**config.mk**
```make
export PLATFORM = sky130hd
export DESIGN_NAME = spim_top
export DESIGN_NICKNAME = d
export VERILOG_FILES = /design/src/rtl/spim_pkg.sv /design/src/rtl/spim_ctrl.sv /design/src/rtl/spim_dpath.sv /design/src/rtl/spim_top.sv
export SDC_FILE = /design/constraint.sdc
export NUM_CORES = 1
export LEC_CHECK = 0
export ABC_AREA = 1
export BUFFER_PORTS_ARGS = -buffer_cell sky130_fd_sc_hd__clkbuf_2
export CORE_MARGIN = 10
export CORE_UTILIZATION = 25
export DETAILED_ROUTE_END_ITERATION = 8
export GPL_ROUTABILITY_DRIVEN = 0
export PLACE_DENSITY = 0.4
export REMOVE_ABC_BUFFERS = 1
export SYNTH_ARGS = -nofsm -noshare
export SYNTH_HDL_FRONTEND = slang
export SYNTH_SLANG_ARGS = --single-unit
export TNS_END_PERCENT = 1
```
**constraint.sdc**
```tcl
create_clock -name clk -period 3.7 [get_ports clk]
set_clock_uncertainty 0.15 [all_clocks]
set_input_delay 0.37 -clock clk [delete_from_list [all_inputs] [get_ports clk]]
set_output_delay 0.37 -clock clk [all_outputs]
set_load 0.03 [all_outputs]
```
**src/rtl/spim_pkg.sv**
```systemverilog
package spim_pkg;
  localparam int REG_W = 16;

  // word index of each register (byte offset / 4)
  localparam logic [2:0] ADR_CTRL   = 3'd0;
  localparam logic [2:0] ADR_FLAG   = 3'd1;
  localparam logic [2:0] ADR_STAT   = 3'd2;
  localparam logic [2:0] ADR_TX     = 3'd3;
  localparam logic [2:0] ADR_RX     = 3'd4;
  localparam logic [2:0] ADR_BAUD   = 3'd5;
  localparam logic [2:0] ADR_SHADOW = 3'd6;

  // control bit positions
  localparam int B_EN   = 14;
  localparam int B_CPOL = 11;
  localparam int B_CPHA = 10;
  localparam int B_LSB  = 9;
  localparam int B_WIDE = 8;

  typedef enum logic [1:0] {
    INIT_RD     = 2'd0,
    INIT_WR     = 2'd1,
    INIT_DMA_RX = 2'd2,
    INIT_DMA_TX = 2'd3
  } initMode_e;

  typedef struct packed {
    logic             enable;
    logic             wide;
    logic             cpol;
    logic             cpha;
    logic [REG_W-1:0] baud;
    logic             startReady;
  } cfg_t;

  typedef struct packed {
    logic       busy;
    logic       load;
    logic       sample;
    logic       done;
    logic [3:0] driveIdx;
    logic [3:0] sampIdx;
  } strobe_t;
endpackage

```
**src/rtl/spim_ctrl.sv**
```systemverilog
module spim_ctrl
  import spim_pkg::*;
(
  input  logic    clk,
  input  logic    rstN,
  input  cfg_t    cfg,
  output strobe_t strb,
  output logic    sck
);
  logic             busyQ, sckQ, tick;
  logic [REG_W-1:0] divCnt, halfDiv;
  logic [5:0]       edgeCnt, lastEdge;

  always_comb begin
    halfDiv       = (cfg.baud < REG_W'(2)) ? REG_W'(2) : cfg.baud;
    lastEdge      = cfg.wide ? 6'd31 : 6'd15;
    tick          = busyQ && (divCnt >= halfDiv - 1'b1);
    strb.busy     = busyQ;
    strb.load     = cfg.enable && !busyQ && cfg.startReady;
    strb.sample   = tick && (edgeCnt[0] == cfg.cpha);
    strb.done     = tick && (edgeCnt == lastEdge);
    strb.sampIdx  = edgeCnt[4:1];
    if (cfg.cpha)
      strb.driveIdx = (edgeCnt == 6'd0) ? 4'd0 : 4'((edgeCnt - 6'd1) >> 1);
    else
      strb.driveIdx = edgeCnt[4:1];
  end

  always_ff @(posedge clk or negedge rstN) begin
    if (!rstN) begin
      busyQ   <= 1'b0;
      sckQ    <= 1'b0;
      divCnt  <= '0;
      edgeCnt <= '0;
    end else if (!cfg.enable) begin
      busyQ <= 1'b0;
    end else if (strb.load) begin
      busyQ   <= 1'b1;
      divCnt  <= '0;
      edgeCnt <= '0;
      sckQ    <= cfg.cpol;
    end else if (busyQ) begin
      if (tick) begin
        divCnt  <= '0;
        sckQ    <= ~sckQ;
        edgeCnt <= edgeCnt + 6'd1;
        if (strb.done) busyQ <= 1'b0;
      end else begin
        divCnt <= divCnt + 1'b1;
      end
    end
  end

  assign sck = busyQ ? sckQ : cfg.cpol;
endmodule

```
**src/rtl/spim_dpath.sv**
```systemverilog
module spim_dpath
  import spim_pkg::*;
#(
  parameter int NUM_CS = 7
) (
  input  logic              clk,
  input  logic              rstN,
  input  logic              busEn,
  input  logic              busWe,
  input  logic [4:0]        busAddr,
  input  logic [REG_W-1:0]  busWdata,
  output logic [REG_W-1:0]  busRdata,
  input  logic              miso,
  input  strobe_t           strb,
  output cfg_t              cfg,
  output logic              mosi,
  output logic [NUM_CS-1:0] csN,
  output logic              dmaReq,
  output logic              txFullMon,
  output logic              rxFullMon
);
  logic [REG_W-1:0] ctrlQ, flagQ, baudQ, txBufQ, rxBufQ, txShQ, rxShQ, rxNext;
  logic finQ, ovfQ, colQ, txFullQ, rxFullQ, rdPendQ, dmaQ;
  logic hit, rdEn, wrEn, wrTx, rdRx;
  logic [2:0] sel;
  logic [3:0] sampBit, driveBit;
  initMode_e mode;

  function automatic logic [3:0] physBit(input logic [3:0] k, input logic lsb, input logic wide);
    if (lsb) return k;
    else if (wide) return 4'd15 - k;
    else return 4'd7 - k;
  endfunction

  always_comb begin
    hit      = busEn && (busAddr[1:0] == 2'b00);
    sel      = busAddr[4:2];
    rdEn     = hit && !busWe;
    wrEn     = hit && busWe;
    wrTx     = wrEn && (sel == ADR_TX);
    rdRx     = rdEn && (sel == ADR_RX);
    mode     = initMode_e'(ctrlQ[1:0]);
    sampBit  = physBit(strb.sampIdx, ctrlQ[B_LSB], ctrlQ[B_WIDE]);
    driveBit = physBit(strb.driveIdx, ctrlQ[B_LSB], ctrlQ[B_WIDE]);
    rxNext   = rxShQ;
    if (strb.sample) rxNext[sampBit] = miso;

    cfg.enable     = ctrlQ[B_EN];
    cfg.wide       = ctrlQ[B_WIDE];
    cfg.cpol       = ctrlQ[B_CPOL];
    cfg.cpha       = ctrlQ[B_CPHA];
    cfg.baud       = baudQ;
    cfg.startReady = mode[0] ? txFullQ : rdPendQ;

    mosi = strb.busy ? txShQ[driveBit] : 1'b1;

    case (sel)
      ADR_CTRL:            busRdata = ctrlQ;
      ADR_FLAG:            busRdata = flagQ;
      ADR_STAT:            busRdata = {10'd0, strb.busy, rxFullQ, txFullQ, colQ, ovfQ, finQ};
      ADR_TX:              busRdata = txBufQ;
      ADR_RX, ADR_SHADOW:  busRdata = rxBufQ;
      ADR_BAUD:            busRdata = baudQ;
      default:             busRdata = '0;
    endcase
  end

  for (genvar k = 0; k < NUM_CS; k++) begin : g_cs
    assign csN[k] = flagQ[k+1] ? flagQ[k+9] : 1'b1;
  end

  always_ff @(posedge clk or negedge rstN) begin
    if (!rstN) begin
      ctrlQ <= '0; flagQ <= 16'hFF00; baudQ <= '0; txBufQ <= '0;
      rxBufQ <= '0; txShQ <= '0; rxShQ <= '0;
      finQ <= 1'b0; ovfQ <= 1'b0; colQ <= 1'b0;
      txFullQ <= 1'b0; rxFullQ <= 1'b0; rdPendQ <= 1'b0; dmaQ <= 1'b0;
    end else begin
      dmaQ <= ((mode == INIT_DMA_RX) && strb.done) || ((mode == INIT_DMA_TX) && strb.load);
      if (wrEn) begin
        case (sel)
          ADR_CTRL: ctrlQ  <= busWdata;
          ADR_FLAG: flagQ  <= busWdata;
          ADR_BAUD: baudQ  <= busWdata;
          ADR_TX:   txBufQ <= busWdata;
          default: ;
        endcase
      end
      if (strb.sample) rxShQ <= rxNext;
      if (strb.load) begin
        txShQ   <= txBufQ;
        rxShQ   <= '0;
        txFullQ <= 1'b0;
        rdPendQ <= 1'b0;
        finQ    <= 1'b0;
      end
      if (wrTx) begin
        txFullQ <= 1'b1;
        if (txFullQ && !strb.load) colQ <= 1'b1;
      end
      if (rdRx && !mode[0]) rdPendQ <= 1'b1;
      if (rdRx) rxFullQ <= 1'b0;
      if (wrEn && (sel == ADR_STAT)) begin
        if (busWdata[0]) finQ <= 1'b0;
        if (busWdata[1]) ovfQ <= 1'b0;
        if (busWdata[2]) colQ <= 1'b0;
      end
      if (strb.done) begin
        rxBufQ  <= rxNext;
        rxFullQ <= 1'b1;
        finQ    <= 1'b1;
        if (rxFullQ && !rdRx) ovfQ <= 1'b1;
      end
    end
  end

  assign dmaReq    = dmaQ;
  assign txFullMon = txFullQ;
  assign rxFullMon = rxFullQ;
endmodule

```
**src/rtl/spim_top.sv**
```systemverilog
module spim_top
  import spim_pkg::*;
(
  input  logic        clk,
  input  logic        rstN,
  input  logic        busEn,
  input  logic        busWe,
  input  logic [4:0]  busAddr,
  input  logic [15:0] busWdata,
  output logic [15:0] busRdata,
  output logic        sck,
  output logic        mosi,
  input  logic        miso,
  output logic [6:0]  csN,
  output logic        dmaReq
);
  cfg_t    cfg;
  strobe_t strb;
  logic    txFullMon, rxFullMon;

  spim_ctrl u_ctrl (
    .clk (clk), .rstN (rstN), .cfg (cfg), .strb (strb), .sck (sck)
  );

  spim_dpath #(.NUM_CS(7)) u_dpath (
    .clk (clk), .rstN (rstN), .busEn (busEn), .busWe (busWe), .busAddr (busAddr),
    .busWdata (busWdata), .busRdata (busRdata), .miso (miso), .strb (strb),
    .cfg (cfg), .mosi (mosi), .csN (csN), .dmaReq (dmaReq),
    .txFullMon (txFullMon), .rxFullMon (rxFullMon)
  );
endmodule

```
* After elaboration in Yosys (flattened, before gate mapping)
Index checks and enable logic that the tools add are counted.
** Word-level totals
- Bits in registers :: 143
- Logic and storage cells :: 139
- Output and inout bits :: 26
- Input port bits :: 26
** Cells by class
- Bitwise gates (word level) :: 1
- Add/subtract/negate cells :: 8
- Muxes and demuxes :: 58
- Reductions and logical operators :: 39
- Magnitude comparators :: 5
- Eq/ne operators :: 10
** Operators by type and width (number)
- $mux W16 :: 7
- $pmux W16 S6 :: 1
- $mux W1 :: 37
- $mux W4 :: 6
- $mux W6 :: 3
- $logic_and A1 B1 Y1 :: 17
- $add A16 B1 Y16 const B :: 1
- $bwmux W16 :: 1
- $ge A16 B16 Y1 :: 1
- $lt A16 B2 Y1 const B :: 1
- $sub A16 B1 Y16 const B :: 1
- $reduce_bool A2 Y1 :: 6
- $lt A4 B5 Y1 const B :: 2
- $reduce_and A2 Y1 :: 5
- $eq A3 B3 Y1 const B :: 3
- $sub A3 B4 Y4 const A :: 2
- $sub A4 B4 Y4 const A :: 2
- $add A6 B1 Y6 const B :: 1
- $eq A3 B2 Y1 const B :: 2
- $eq A6 B5 Y1 :: 1
- $logic_not A6 Y1 :: 1
- $logic_not A1 Y1 :: 5
- $mux W5 :: 1
- $sub A5 B1 Y5 const B :: 1
- 12 further kinds :: 13

* Logic depth before layout (Yosys ltp)
- Word-level depth :: 11
- Gate-level depth with buffers :: 23
- Depth with buffers taken out :: 23

* Cells and area by module
A second synthesis with hierarchy kept.
** Second synthesis, totals
- Cell total of the unflattened synthesis :: 1053
- Area total of the unflattened synthesis :: 8147.8 um^2
** By module, submodules not included
- spim_dpath :: area an instance 5869.4 um^2, cells an instance 730, instances 1, sequential area each 2987.9 um^2
- spim_ctrl :: area an instance 2278.4 um^2, cells an instance 323, instances 1, sequential area each 600.6 um^2

* Worst setup path before layout
OpenSTA, ideal clock, no wires.
- Path kind :: reg2reg
- Start :: register u_dpath.baudQ[11]
- End :: register u_dpath.rxBufQ[12]
- Path slack :: 522 ps
- Data required time :: 3484 ps
- Arrival :: 2963 ps
- Stages on the path, launching flop included :: 21
- Path through :: dfrtp_1 nor2_1 nand2_1 nor2_1 nand4_1 nand2_1 ha_1 nand2_1 nor3_1 nand4_1 xor2_1 ha_1 nand4_1 nor3_1 nand2_1 a21oi_4 nand2_1 inv_2 buf_4 nand3_1 nand2_1
** Between the ends
- Word-level cells in the longest chain between the ends :: 7
- Elaborated cells on any way between the ends :: 8
- Classes of those cells :: 1 x add/sub; 2 x order compare; 2 x mux; 3 x reduce/logical
** Ends and longest elaborated chain
- from (decl) :: line spim_dpath.sv:22 : logic [REG_W-1:0] ctrlQ, flagQ, baudQ, txBufQ, rxBufQ, txShQ, rxShQ, rxNext;
- from (signal assigned) :: line spim_dpath.sv:84 : ADR_BAUD: baudQ <= busWdata;
- $lt A16 B2 Y1 :: line spim_ctrl.sv:15 : halfDiv = (cfg.baud < REG_W'(2)) ? REG_W'(2) : cfg.baud;
- $mux W16 * :: line spim_ctrl.sv:15
- $sub A16 B1 Y16 * :: line spim_ctrl.sv:17 : tick = busyQ && (divCnt >= halfDiv - 1'b1);
- $ge A16 B16 Y1 * :: line spim_ctrl.sv:17
- $logic_and A1 B1 Y1 * :: line spim_ctrl.sv:17
- $logic_and A1 B1 Y1 :: line spim_ctrl.sv:20 : strb.sample = tick && (edgeCnt[0] == cfg.cpha);
- $mux W16 :: line spim_dpath.sv:46 : if (strb.sample) rxNext[sampBit] = miso;
- to (signal assigned) :: line spim_dpath.sv:109 : rxBufQ <= rxNext;
- to (decl) :: line spim_dpath.sv:22
Mark *: on every way between the ends. The rest lies on a longest branch, timed or not.
A chain may end at the register's enable or synchronous reset.

* Final worst setup path
- Start :: register u_dpath.baudQ[2]
- End :: register u_dpath.rxBufQ[15]
The elaborated chain is that of the path after synthesis.

==> results.md <==
* CTS tree: yes
* Layout cell share with drive strength beyond 1 at 18.0%
* Hold Crit Class: in2reg
* Fmax at 290 MHz
* Max Transition Viols Final at 0
* Crit-path max FO at 6
* Total power at 0.00524 W
* Port bufs at 51
* Max_cap viols at 0
* Peak VDD IR at 0.284 mV
* DRC Markers at 0
* RSZ-0062 raised after global routing: true
* Leakage at 4.60 nW
* IO Count at 52
* Total grt overflow at 0
* Die H at 198 µm
* Cells after Synth at 1000
* CP delay by family, top: simple AND/OR/NAND/NOR gates
* Worst-path cell chain: nor2_1, nand4_1, nand2_1, ha_4, nand2_4, nor2_2, nand3_1, xor2_1, inv_1, ha_1, nand2_1, o21bai_1, a21oi_1, nor2_1, buf_4, a21oi_4, buf_12, buf_12, nand4_1, nand3_1, nand2_1
* Via Count at 6928
* Die area at 39100 µm²
* Buf/Inv on CP at 4
* Actual slew at the worst max-slew pin at 0.747 ns
* Drt first pass iters at 4
* Initial antenna violation count at 0
* Ys Warns at 0
* Worst path max stage delay at 0.41 ns
* Mean Syn Cell Area at 7.90 µm²
* Period utilization at 93.3%
* Post-Synth Adder-Cell Area at 3.17%
* Commonest non-fill, non-tap cell in the layout: nand2_1
* Synth-to-Final Area Change at 21.5%
* Netlist cell types at 45
* Initial Util at 25.2%
* Layout Nets at 1130
* Mux contribution to synthesized area at 1.14%
* Clk_lat worst skew at 0.43 ns
* #FFs+latches synth at 143
* Worst slew margin at 50.2%
* Synth Area in XOR/XNOR at 3.83%
* Number of flops mapped to enable cells by yosys at 0
* CTS Sinks at 143
* Final non-filler cell total at 1499
* Synth Area in Compound Gates at 12.8%
* H-tree depth at 4
* Fraction of registers with async set/reset at 100%
* N_diodes at 0
* Largest family of logic cells by synthesized area: simple AND/OR/NAND/NOR gates
* ANT nets after route at 0
* Worst EP required at 3.87 ns
* Worst EP arrival at 3.62 ns
* Root buffer cell: clkbuf_16
* Core Region at 31400 µm²
* Global-route wire length before repair at 41.7 mm
* Pin count of the biggest net entering global routing at 69
* Area of the mapped netlist at 7900 µm²
* Most frequent cells in the layout: nand2_1, dfrtp_1, inv_1
* CTS clk-pin slew, worst paths at 0.06 ns
* Crit Path Category: reg2reg
* Final setup violating endpoints at 0
* Post-DP HPWL at 19.9 mm
* Critical path endpoint category: flip-flop
* Die X at 198 µm
* Fin. Hold Viols at 0
* Tot GR Track Use at 14.1%
* Starting DRT DRC Count at 415
* Max stage delay cell, worst path: dfrtp_1
* Drt via density at 4.62
* Crit path top cell by count: nand2_1
* TritonCTS Buffers at 17
* Status: completed
* # rows at 65
* Startpoint Class: flip-flop
* Max clock buf depth at 2
* Post-detailed-route wirelength per cell at 17.9 µm
* Crit path time final at 3.45 ns
* Sequential fraction of the synthesis area at 45.4%
* Post-Place Cells at 1457
* Post-Route WL at 26.9 mm
* Top_reg_cell synth: dfrtp_1
* PwrDens at 546 nW/µm²
* Post-synthesis simple-gate area fraction at 24.8%
* Vias in the first global route at 6970
where the power goes:
part,switching [W],internal (W)
Combinational,0.00103,0.000478
Sequential,0.000177,0.00184
Clock,0.000699,0.00101
cells in the mapped netlist (2+ instances only):
master      n  share of area [%]
xor2_2      2               0.41
nand3_2     2               0.25
nand4_1    33                2.6
mux2_1      4               0.57
ha_1       20                3.2
inv_1     121                5.7
mux2_2      4               0.57
nor2_2      6               0.48
nor3_4      2               0.41
a21oi_1    18                1.1
o21ai_0    72                4.6
nand3_1    56                3.5
a221oi_1   15                1.7
dfstp_2     8                2.7
buf_4       5               0.48
o21ai_2     2               0.22
nand2_2     2               0.16
a31oi_1     2               0.16
clkbuf_1   10               0.48
buf_2      19                1.2
nand2_1   253                 12
xnor2_1     2               0.22
o211ai_1    2               0.19
nand3b_1    3               0.29
a21oi_4     3               0.62
nor3_2      3               0.38
nor3b_1     2               0.19
xor2_1     27                3.0
o221ai_1    3               0.33
nor2_1     78                3.7
o21ai_1    39                2.5
inv_2      12               0.57
o22ai_1    14                1.1
dfrtp_1   135                 43
nor3_1     11               0.70
flip-flops by register name, indices dropped and copies added (netlist names), 6 cells and up:
register,cells
u_ctrl.divCnt,16
u_ctrl.edgeCnt,6
u_dpath.baudQ,16
u_dpath.ctrlQ,16
u_dpath.flagQ,16
u_dpath.rxBufQ,16
u_dpath.rxShQ,16
u_dpath.txBufQ,16
u_dpath.txShQ,16
final cells by class:
type	count	area, µm²
multi-input combinational	685	3690
clock buffer	24	502
fill	3371	21800
sequential	143	3590
inverter	135	510
clock inverter	8	81.3
timing repair buffer	102	727
tap	402	503
per-stage QoR:
stage / hold WS (ns) / setup WS (ns) / util (%) / TNS [ns] / area [µm²]
final: 0.0479 / 0.248 / 30.6 / 0 / 9600
after global routing: 0.0401 / -0.0751 / 30.6 / -1.26 / 9600
after CTS: 0.0350 / 0.0244 / 30.1 / 0 / 9440
after detailed placement: 0.323 / -0.0433 / 28.2 / -0.163 / 8840
after global placement: 0.316 / 0.00792 / 28.2 / 0 / 8840
after floorplan: -0.0756 / -0.170 / - / -3.97 / 7710
worst register-to-register path: cells and delay by family (launching register included):
kind	cells	cell delay [ns]
and+or+nand+nor	11	1.25
adders and majority gates	2	0.42
xor gates and xnor gates	1	0.14
DFF	1	0.41
buffers and inverters	4	0.48
AOI/OAI and AO/OA	3	0.48
cell families after synthesis:
logic type,count (synthesis)
AND/OR/NAND/NOR,452
adder cells (fa/ha/maj),20
buffers and inverters,172
XOR/XNOR,32
AO/OA/AOI/OAI,173
flip-flops,143
multiplexers,8
per-layer routing:
layer	vias to the layer above	track usage (%)	routed length (µm)	share of wire, %
li1	3443	-	-	-
met1	3336	19.3	13200	49
met2	130	22.3	12400	46
met3	19	2.77	967	3.6
met4	0	3.47	307	1.1
met5	-	0	0	0
final timing paths:
check / startpoint / endpoint / slack, ns / cells after the start
max reg2reg: u_dpath.baudQ[2] / u_dpath.rxBufQ[15] / 0.25 / 21
min in group asynchronous: rstN / u_ctrl.edgeCnt[0] / 0.43 / 2
max in group asynchronous: rstN / u_dpath.flagQ[9] / 2.13 / 3
min reg2reg: u_dpath.txShQ[4] / u_dpath.txShQ[4] / 0.34 / 2
min: busWdata[13] / u_dpath.flagQ[13] / 0.05 / 3
max: u_dpath.baudQ[2] / u_dpath.rxBufQ[15] / 0.25 / 21
what timing repair did:
action,in CTS,in global routing
pin swaps,0,8
gates resized for setup,2,19
setup endpoints to repair,6,58
setup buffers,0,8
hold buffers,1,0
gates cloned,0,1
hold endpoints to repair,64,0
Power figures use the tool's default switching activity.
